$ cat config.mk
export PLATFORM = sky130hd
export DESIGN_NAME = dmm_mult
export DESIGN_NICKNAME = d
export VERILOG_FILES = /design/src/rtl/dmm_pkg.sv /design/src/rtl/dmm_width_check.sv /design/src/rtl/dmm_quad_mult.sv /design/src/rtl/dmm_fp_pack.sv /design/src/rtl/dmm_mult.sv
export SDC_FILE = /design/constraint.sdc
export NUM_CORES = 2
export LEC_CHECK = 0
export ABC_CLOCK_PERIOD_IN_PS = 5930
export BUFFER_PORTS_ARGS = -buffer_cell sky130_fd_sc_hd__buf_2
export CAP_MARGIN = 15
export CORE_ASPECT_RATIO = 1.75
export CORE_MARGIN = 2
export CORE_UTILIZATION = 55
export CTS_CLUSTER_DIAMETER = 40
export CTS_CLUSTER_SIZE = 20
export DETAILED_ROUTE_END_ITERATION = 8
export GPL_TIMING_DRIVEN = 0
export PLACE_DENSITY = 0.81
export SLEW_MARGIN = 20
export SYNTH_ARGS = -nofsm -noshare
export SYNTH_HDL_FRONTEND = slang
export SYNTH_SLANG_ARGS = --single-unit
$ cat constraint.sdc
create_clock -name clk -period 5.93 [get_ports clk]
set_clock_uncertainty 0.2 [all_clocks]
set_input_delay 1.186 -clock clk [delete_from_list [all_inputs] [get_ports clk]]
set_output_delay 1.186 -clock clk [all_outputs]
set_load 0.03 [all_outputs]
$ cat src/rtl/dmm_pkg.sv
package dmm_pkg;
  localparam int EXP_W  = 8;
  localparam int FRAC_W = 23;
  localparam int BIAS   = 127;
  localparam int SIG_W  = FRAC_W + 1;
  localparam int WORD_W = 1 + EXP_W + FRAC_W;
  localparam int EXT_W  = EXP_W + 2;

  typedef struct packed {
    logic             sign;
    logic [EXT_W-1:0] exp;   // two's complement, bias already removed once
    logic             exc;
  } fp_side_t;
endpackage

$ cat src/rtl/dmm_width_check.sv
module dmm_width_check #(
  parameter int HALF_W = 12
) (
  input  logic [2*HALF_W-1:0] sig_a,
  input  logic [2*HALF_W-1:0] sig_b,
  output logic [3:0]          quad_en
);
  logic a_wide, b_wide;

  always_comb begin
    a_wide     = |sig_a[2*HALF_W-1:HALF_W];
    b_wide     = |sig_b[2*HALF_W-1:HALF_W];
    quad_en[0] = 1'b1;              // low x low
    quad_en[1] = a_wide;            // high A x low B
    quad_en[2] = b_wide;            // low A x high B
    quad_en[3] = a_wide & b_wide;   // high x high
  end
endmodule

$ cat src/rtl/dmm_quad_mult.sv
module dmm_quad_mult #(
  parameter int W = 12
) (
  input  logic         clk,
  input  logic         rst,
  input  logic         adv,
  input  logic         en,
  input  logic [W-1:0] x,
  input  logic [W-1:0] y,
  output logic [2*W-1:0] p
);
  localparam int PW = 2 * W;

  always_ff @(posedge clk) begin
    if (rst)
      p <= '0;
    else if (adv)
      p <= en ? (PW'(x) * PW'(y)) : '0;
  end
endmodule

$ cat src/rtl/dmm_fp_pack.sv
module dmm_fp_pack
  import dmm_pkg::*;
#(
  parameter int PROD_W = 48
) (
  input  logic              mode_fp,
  input  logic [PROD_W-1:0] prod,
  input  fp_side_t          side,
  output logic [PROD_W-1:0] res,
  output logic              exc
);
  localparam int EXP_TOP = (1 << EXP_W) - 2;

  logic              norm;
  logic [FRAC_W-1:0] frac;
  logic [EXT_W-1:0]  exp_f;
  logic              range_bad;

  always_comb begin
    norm      = prod[PROD_W-1];
    frac      = norm ? prod[PROD_W-2 -: FRAC_W] : prod[PROD_W-3 -: FRAC_W];
    exp_f     = side.exp + EXT_W'(norm);
    range_bad = ($signed(exp_f) < 1) || ($signed(exp_f) > EXP_TOP);
    if (mode_fp) begin
      res = PROD_W'({side.sign, exp_f[EXP_W-1:0], frac});
      exc = side.exc | range_bad;
    end else begin
      res = prod;
      exc = 1'b0;
    end
  end
endmodule

$ cat src/rtl/dmm_mult.sv
module dmm_mult
  import dmm_pkg::*;
#(
  parameter int HALF_W = SIG_W / 2
) (
  input  logic                  clk,
  input  logic                  rst,
  input  logic                  in_valid,
  output logic                  in_ready,
  input  logic                  mode_fp,
  input  logic [WORD_W-1:0]     op_a,
  input  logic [WORD_W-1:0]     op_b,
  output logic                  out_valid,
  input  logic                  out_ready,
  output logic [4*HALF_W-1:0]   result,
  output logic                  out_exc
);
  localparam int OP_W   = 2 * HALF_W;
  localparam int PROD_W = 2 * OP_W;
  localparam int QP_W   = 2 * HALF_W;
  localparam logic [EXP_W-1:0] EXP_ONES = '1;

  logic adv;
  assign adv      = !out_valid || out_ready;
  assign in_ready = adv;

  // stage 0: unpack
  logic [OP_W-1:0] sig_a, sig_b;
  logic [3:0]      en0;
  fp_side_t        side0;
  logic [EXP_W-1:0] ea, eb;

  always_comb begin
    ea = op_a[WORD_W-2 -: EXP_W];
    eb = op_b[WORD_W-2 -: EXP_W];
    if (mode_fp) begin
      sig_a = OP_W'({1'b1, op_a[FRAC_W-1:0]});
      sig_b = OP_W'({1'b1, op_b[FRAC_W-1:0]});
    end else begin
      sig_a = op_a[OP_W-1:0];
      sig_b = op_b[OP_W-1:0];
    end
    side0.sign = op_a[WORD_W-1] ^ op_b[WORD_W-1];
    side0.exp  = EXT_W'(ea) + EXT_W'(eb) - EXT_W'(BIAS);
    side0.exc  = (ea == '0) || (ea == EXP_ONES) || (eb == '0) || (eb == EXP_ONES);
  end

  dmm_width_check #(.HALF_W(HALF_W)) u_wchk (
    .sig_a  (sig_a),
    .sig_b  (sig_b),
    .quad_en(en0)
  );

  // stage 1 registers
  logic            v1, mode1;
  logic [OP_W-1:0] a1, b1;
  logic [3:0]      en1;
  fp_side_t        side1;

  always_ff @(posedge clk) begin
    if (rst) begin
      v1 <= 1'b0; mode1 <= 1'b0; a1 <= '0; b1 <= '0; en1 <= '0; side1 <= '0;
    end else if (adv) begin
      v1    <= in_valid;
      mode1 <= mode_fp;
      a1    <= sig_a;
      b1    <= sig_b;
      en1   <= en0;
      side1 <= side0;
    end
  end

  // stage 2: quadrant products (index bit0 = A half, bit1 = B half)
  logic [QP_W-1:0] qp [4];

  for (genvar qi = 0; qi < 4; qi++) begin : g_quad
    dmm_quad_mult #(.W(HALF_W)) u_q (
      .clk(clk),
      .rst(rst),
      .adv(adv),
      .en (en1[qi]),
      .x  (a1[(qi % 2)*HALF_W +: HALF_W]),
      .y  (b1[(qi / 2)*HALF_W +: HALF_W]),
      .p  (qp[qi])
    );
  end

  logic [QP_W-1:0] p_hl, p_lh, p_hh;
  assign p_hl = qp[1];
  assign p_lh = qp[2];
  assign p_hh = qp[3];

  logic     v2, mode2;
  fp_side_t side2;

  always_ff @(posedge clk) begin
    if (rst) begin
      v2 <= 1'b0; mode2 <= 1'b0; side2 <= '0;
    end else if (adv) begin
      v2    <= v1;
      mode2 <= mode1;
      side2 <= side1;
    end
  end

  // stage 3: combine and pack
  logic [PROD_W-1:0] prod2, packed2;
  logic              exc2;

  always_comb begin
    prod2 = PROD_W'(qp[0])
          + ((PROD_W'(qp[1]) + PROD_W'(qp[2])) << HALF_W)
          + (PROD_W'(qp[3]) << OP_W);
  end

  dmm_fp_pack #(.PROD_W(PROD_W)) u_pack (
    .mode_fp(mode2),
    .prod   (prod2),
    .side   (side2),
    .res    (packed2),
    .exc    (exc2)
  );

  logic mode3;

  always_ff @(posedge clk) begin
    if (rst) begin
      out_valid <= 1'b0; result <= '0; out_exc <= 1'b0; mode3 <= 1'b0;
    end else if (adv) begin
      out_valid <= v2;
      result    <= packed2;
      out_exc   <= exc2;
      mode3     <= mode2;
    end
  end
endmodule

---- After elaboration in Yosys (flattened, before gate mapping) ----
Cells that the tools add are included.
storage, ports and cells
  flip-flop bits (word level) ............. 226
  bits of input ports ..................... 69
  output and inout port bits .............. 51
  word-level logic and storage cells ...... 56
cells by class
  $add $sub $neg .......................... 6
  bitwise gates (word level) .............. 3
  equal/unequal tests ..................... 2
  multiply operators ...................... 4
  reductions and logical operators ........ 10
  $lt $le $gt $ge ......................... 2
  muxes and demuxes ....................... 9
operators with widths
  kind                    count
  $mux W24                6
  $mul A12 B12 Y24        4
  $add A38 B48 Y48        1
  $mux W48                1
  $add A24 B37 Y38        1
  $add A24 B24 Y25        1
  $reduce_or A12 Y1       2
  $mux W23                1
  $eq A8 B8 Y1 const B    2
  $logic_not A8 Y1        2
  $add A10 B1 Y10         1
  $gt A10 B9 Y1 const B   1
  $lt A10 B2 Y1 const B   1
  $sub A9 B7 Y10 const B  1
  $add A8 B8 Y9           1
  $logic_or A1 B1 Y1      5
  $and A1 B1 Y1           1
  $logic_not A1 Y1        1
  $mux W1                 1
  $or A1 B1 Y1            1
  $xor A1 B1 Y1           1

---- Logic depth before layout (Yosys ltp) ----
  depth after elaboration ................. 8
  depth in mapped cells ................... 30
  depth with buffers taken out ............ 29

---- Modules after synthesis ----
From an unflattened synthesis, not the netlist that was laid out.
second synthesis, totals
  cell total of the unflattened synthesis .. 3810
  area, all modules ....................... 30895.9 sq um
by module, submodules not included
  module                          cells an instance  times used  area each (sq um)  sequential area each (sq um)
  dmm_mult                        983                1           7450.9             2602.5
  dmm_quad_mult at g_quad[3].u_q  683                1           5677.9             480.5
  dmm_quad_mult at g_quad[0].u_q  671                1           5594.1             480.5
  dmm_quad_mult at g_quad[1].u_q  653                1           5541.6             480.5
  dmm_quad_mult at g_quad[2].u_q  651                1           5537.8             480.5
  dmm_fp_pack                     156                1           1013.5             0.0
  dmm_width_check                 13                 1           80.1               0.0

---- Worst setup path after synthesis ----
Ideal clock, no wire load.
  path kind ............................... register -> register
  start point ............................. register a1[21]
  end point ............................... register g_quad[1].u_q.p[22]
  path buffers ............................ 2
  data arrival time ....................... 5.435 ns
  required time ........................... 5.610 ns
  setup slack ............................. 0.175 ns
  period minus slack after synthesis ...... 5.755 ns
  setup time .............................. 0.120 ns
  stages on the path, launching flop included .. 20
  cell sequence ........................... dfxtp_1 clkbuf_1 clkbuf_1 nand2_1 fa_1 fa_1 fa_1 fa_1 inv_1 fa_1 ha_1 a21o_1 a21o_1 a221o_1 a2111oi_2 a21oi_1 a211o_1 a21oi_1 xor2_1 o21ai_1
on the way
  longest elaborated chain between the ends .. 2
ends and longest elaborated chain
  what                    line                 text
  start, declared         dmm_mult.sv:56       logic [OP_W-1:0] a1, b1;
  start signal, assigned  dmm_mult.sv:66       a1 <= sig_a;
  $mul A12 B12 Y24        dmm_quad_mult.sv:18  p <= en ? (PW'(x) * PW'(y)) : '0;
  $mux W24                dmm_quad_mult.sv:18
  end signal, assigned    dmm_quad_mult.sv:18
  end, declared           dmm_quad_mult.sv:10  output logic [2*W-1:0] p
No other way between the ends.
A chain may end at the register's enable or synchronous reset.

---- Final worst setup path ----
  start point ............................. register g_quad[1].u_q.p[0]
  end point ............................... register out_exc
on the way
  longest elaborated chain between the ends .. 8
  elaborated cells between the ends (all ways) .. 9
  those cells by class .................... add/sub (4); order compare (2); mux (1); bitwise (1); reduce/logical (1)
ends and longest elaborated chain
  what                                                   line               text
  $add A24 B24 Y25 (*)                                   dmm_mult.sv:112    + ((PROD_W'(qp[1]) + PROD_W'(qp[2])) << HALF_W)
  $add A24 B37 Y38 (*)                                   dmm_mult.sv:112
  $add A38 B48 Y48 (*)                                   dmm_mult.sv:113    + (PROD_W'(qp[3]) << OP_W);
  $add A10 B1 Y10 (*)                                    dmm_fp_pack.sv:22  exp_f = side.exp + EXT_W'(norm);
  $lt A10 B2 Y1 / $gt A10 B9 Y1 (equally long branches)  dmm_fp_pack.sv:23  range_bad = ($signed(exp_f) < 1) || ($signed(exp_f) > EXP_TOP);
  $logic_or A1 B1 Y1 (*)                                 dmm_fp_pack.sv:23
  $or A1 B1 Y1 (*)                                       dmm_fp_pack.sv:26  exc = side.exc | range_bad;
  $mux W1 (*)                                            dmm_fp_pack.sv:24  if (mode_fp) begin
  end signal, assigned                                   dmm_mult.sv:128    out_valid <= 1'b0; result <= '0; out_exc <= 1'b0; mode3 <= 1'b0;
  end signal, assigned                                   dmm_mult.sv:132    out_exc <= exc2;
  end, declared                                          dmm_mult.sv:16     output logic out_exc
Mark *: on every way between the ends. The rest lies on a longest branch, timed or not.

==> qor.yml <==
outcome: "finished, violations left"
violations: "setup timing"
leakage_nw: 16.2
cts_hold_buf: 0
internal_power_mw: 3.53
root_buffer: "clkbuf_16"
placed_cell_area_mm2: 0.0310
grt.met3_usage: 0.0813
grt_pass1_wl_um: 148000
top_usage_layer: "met2"
die_w_um: 179
drtIter0Drc: 1845
arrival_ns: 6.25
vias: 26400
num_antenna_cells: 0
place_hpwl_um: 78000
cp-start-kind: "flip-flop"
initial_utilization: 0.556
ios: 120
max_cap_viol_count: 0
rsz0062_at_grt: "yes"
slowest_stage: "a2111oi_4"
yosysWarnings: 0
drc: 0
async_reset_ff_frac: 0
multi_input_area_mm2: 0.0228
place_congestion: 1.02
nets: 4537
synthFlopType: "dfxtp_1"
first_pass_iters: 6
cts_tree: "yes"
period_minus_slack_ns: 5.94
combinationalPowerShare: 0.448
crit_type: "reg2reg"
met1_usage: 0.354
critPathMaxStageDelay_ns: 0.42
portBuffers: 118
crit_fanout: 7
clkLatencyLatePin_ns: 0.59
crit_buf_inv: 2
area_growth_pct: 11.7
grtUsageMet2: 0.591
h-tree-depth: 1
end_kind: "flip-flop"
first_global_vias: 27300
die_y_um: 311
ys_seq_elements: 226
worst_pin_slew_ns: 1.03
vdd_drop_max_mv: 0.190
clockBufferDepth: 3
clkSinkCount: 226
post-route-util: 0.621
routed_wirelength_um: 97600
swShare: 0.433
switching_power_mw: 2.70
synth_edf_count: 0
synth_area_per_cell_um2: 8.29
dieArea_mm2: 0.0558
register_area_mm2: 0.00464
pre_cts_ws_ns: -0.910
fin_setup_tns_ns: -0.0126
placed_cells: 4373
power_mw: 6.23
grt_usage: 0.350
cts.clk_slew.worst_paths_ns: 0.08
fillers: 4437
antenna_found_initial: 6
hold_viol: 0
syn-num-nets: 4358
path_delay_family: "compound AO/OA/AOI/OAI gates"
cp.required_ns: 6.24
stdcell_count: 4452
slew_viol_final: 0
layout-drive-gt1-share: 0.117
setup_violations: 1
min_path_type: "reg2reg"
rows: 112
syn_area_mm2: 0.0296
powerDensity_mw_per_mm2: 188
period_share: 1.00
via_per_inst: 5.92
worst_hold_slack_ns: 0.250
final_cell_area_mm2: 0.0331
slew_headroom: 0.316
wl_per_cell_um: 21.9
seq_area_frac_synth: 0.153
worst_slack_ns: -0.0126
core_mm2: 0.0533
seqPwrFrac: 0.293
numCtsBuffers: 24
antenna_left: 0
overflow: 0
cp_common_cell: "ha_4"
clock_power_share: 0.260
grt_max_degree: 20
fmax_mhz: 168
synth_cell_types: 92
syn_inst: 3571
-- final timing paths --
check        cells after the start  slack, ns          startpoint          to
max                             29      -0.01  g_quad[1].u_q.p[0]     out_exc
min reg2reg                      2       0.25          result[27]  result[27]
max reg2reg                     29      -0.01  g_quad[1].u_q.p[0]     out_exc
min                              2       0.25          result[27]  result[27]
-- layout by cell type (no fill, tap or decap), types with 15 or more instances in the layout --
master and n:
o21ai_1 15, a21o_1 42, a31oi_1 25, dfxtp_2 18, ha_1 302, a211oi_1 20
nand2_1 706, nand2b_1 20, xor2_1 40, buf_4 56, nand3_1 53, inv_1 509
dfxtp_1 184, fa_1 400, nor3_1 23, a21oi_1 187, dfxtp_4 24, clkbuf_16 24
clkbuf_1 80, mux2i_1 15, clkbuf_4 15, and2_1 173, nor2_1 142, a22oi_1 45
xnor2_1 87, clkbuf_2 40, buf_2 126, o21ai_0 100, o21bai_1 15, nand4_1 22
-- layer usage --
metal / part of all wire / routed length [um] / vias up
li1: - / - / 11800
met1: 0.33 / 32200 / 12700
met2: 0.48 / 46800 / 1329
met3: 0.082 / 7960 / 526
met4: 0.11 / 10600 / 8
met5: 0.00051 / 50 / -
-- flip-flops by register name, indices dropped and copies added (netlist names), 4 cells and up --
name and cells:
a1 24, b1 24, en1 4, g_quad.u_q.p 96, result 48, side1 12, side2 12
-- cell usage after synthesis, types with 13 or more instances --
library cell	instances	area (um2)
xnor2_1	87	762
a31oi_1	26	163
o21ai_1	13	65.1
nand4_1	22	138
nand3_1	53	265
nor3_1	23	115
nand2_1	706	2650
nor2_1	143	537
a22oi_1	45	338
fa_1	403	8070
and2_1	174	1090
nand2b_1	20	125
xor2_1	44	385
mux2i_1	15	150
o211ai_1	13	97.6
a21o_1	42	315
a211oi_1	22	165
clkbuf_1	181	679
a21oi_1	194	971
ha_1	315	3940
inv_1	511	1920
o21ai_0	104	521
dfxtp_1	226	4520
o21bai_1	15	113
o31ai_1	14	105
-- timing repair --
item	4_1_cts	5_1_grt
resized for setup	176	213
hold endpoints to repair	0	0
pin swaps	15	38
buffers inserted	9	34
endpoints found under the setup margin	39	29
-- power by group through the flow --
stage / logic [mW] / clock network (mW) / registers, mW
floorplan: 1.77 / 0 / 1.84
global placement: 2.51 / 0 / 1.83
global route: 3.05 / 1.66 / 1.83
finish: 2.79 / 1.62 / 1.82
CTS: 2.64 / 1.61 / 1.81
detailed placement: 2.59 / 0 / 1.83
-- kinds of logic after synthesis --
kind of cell             Yosys count  synth area share
flip-flops                       226             0.153
AND/OR/NAND/NOR                 1205             0.182
AO/OA/AOI/OAI                    570             0.125
XOR/XNOR                         132            0.0393
adder cells (fa/ha/maj)          718             0.406
buffers and inverters            703            0.0901
multiplexers                      17           0.00583
-- cell type report --
cell class	count	share of cell area
tap	684	0.0259
clock buffer	25	0.0186
timing repair buffer	161	0.0280
buffer	181	0.0317
multi-input combinational	2642	0.690
clock inverter	19	0.00689
sequential	226	0.140
inverter	514	0.0585
-- worst reg2reg max path: cells and delay by family, from the launching register on --
kind / cells / cell delay, ns
XOR/XNOR: 3 / 0.68
adder cells (fa/ha/maj): 5 / 1.18
flip-flops: 1 / 0.37
AO/OA/AOI/OAI: 13 / 2.29
buffers and inverters: 2 / 0.19
AND/OR/NAND/NOR: 6 / 0.99
(Power assumes the default switching activity.)
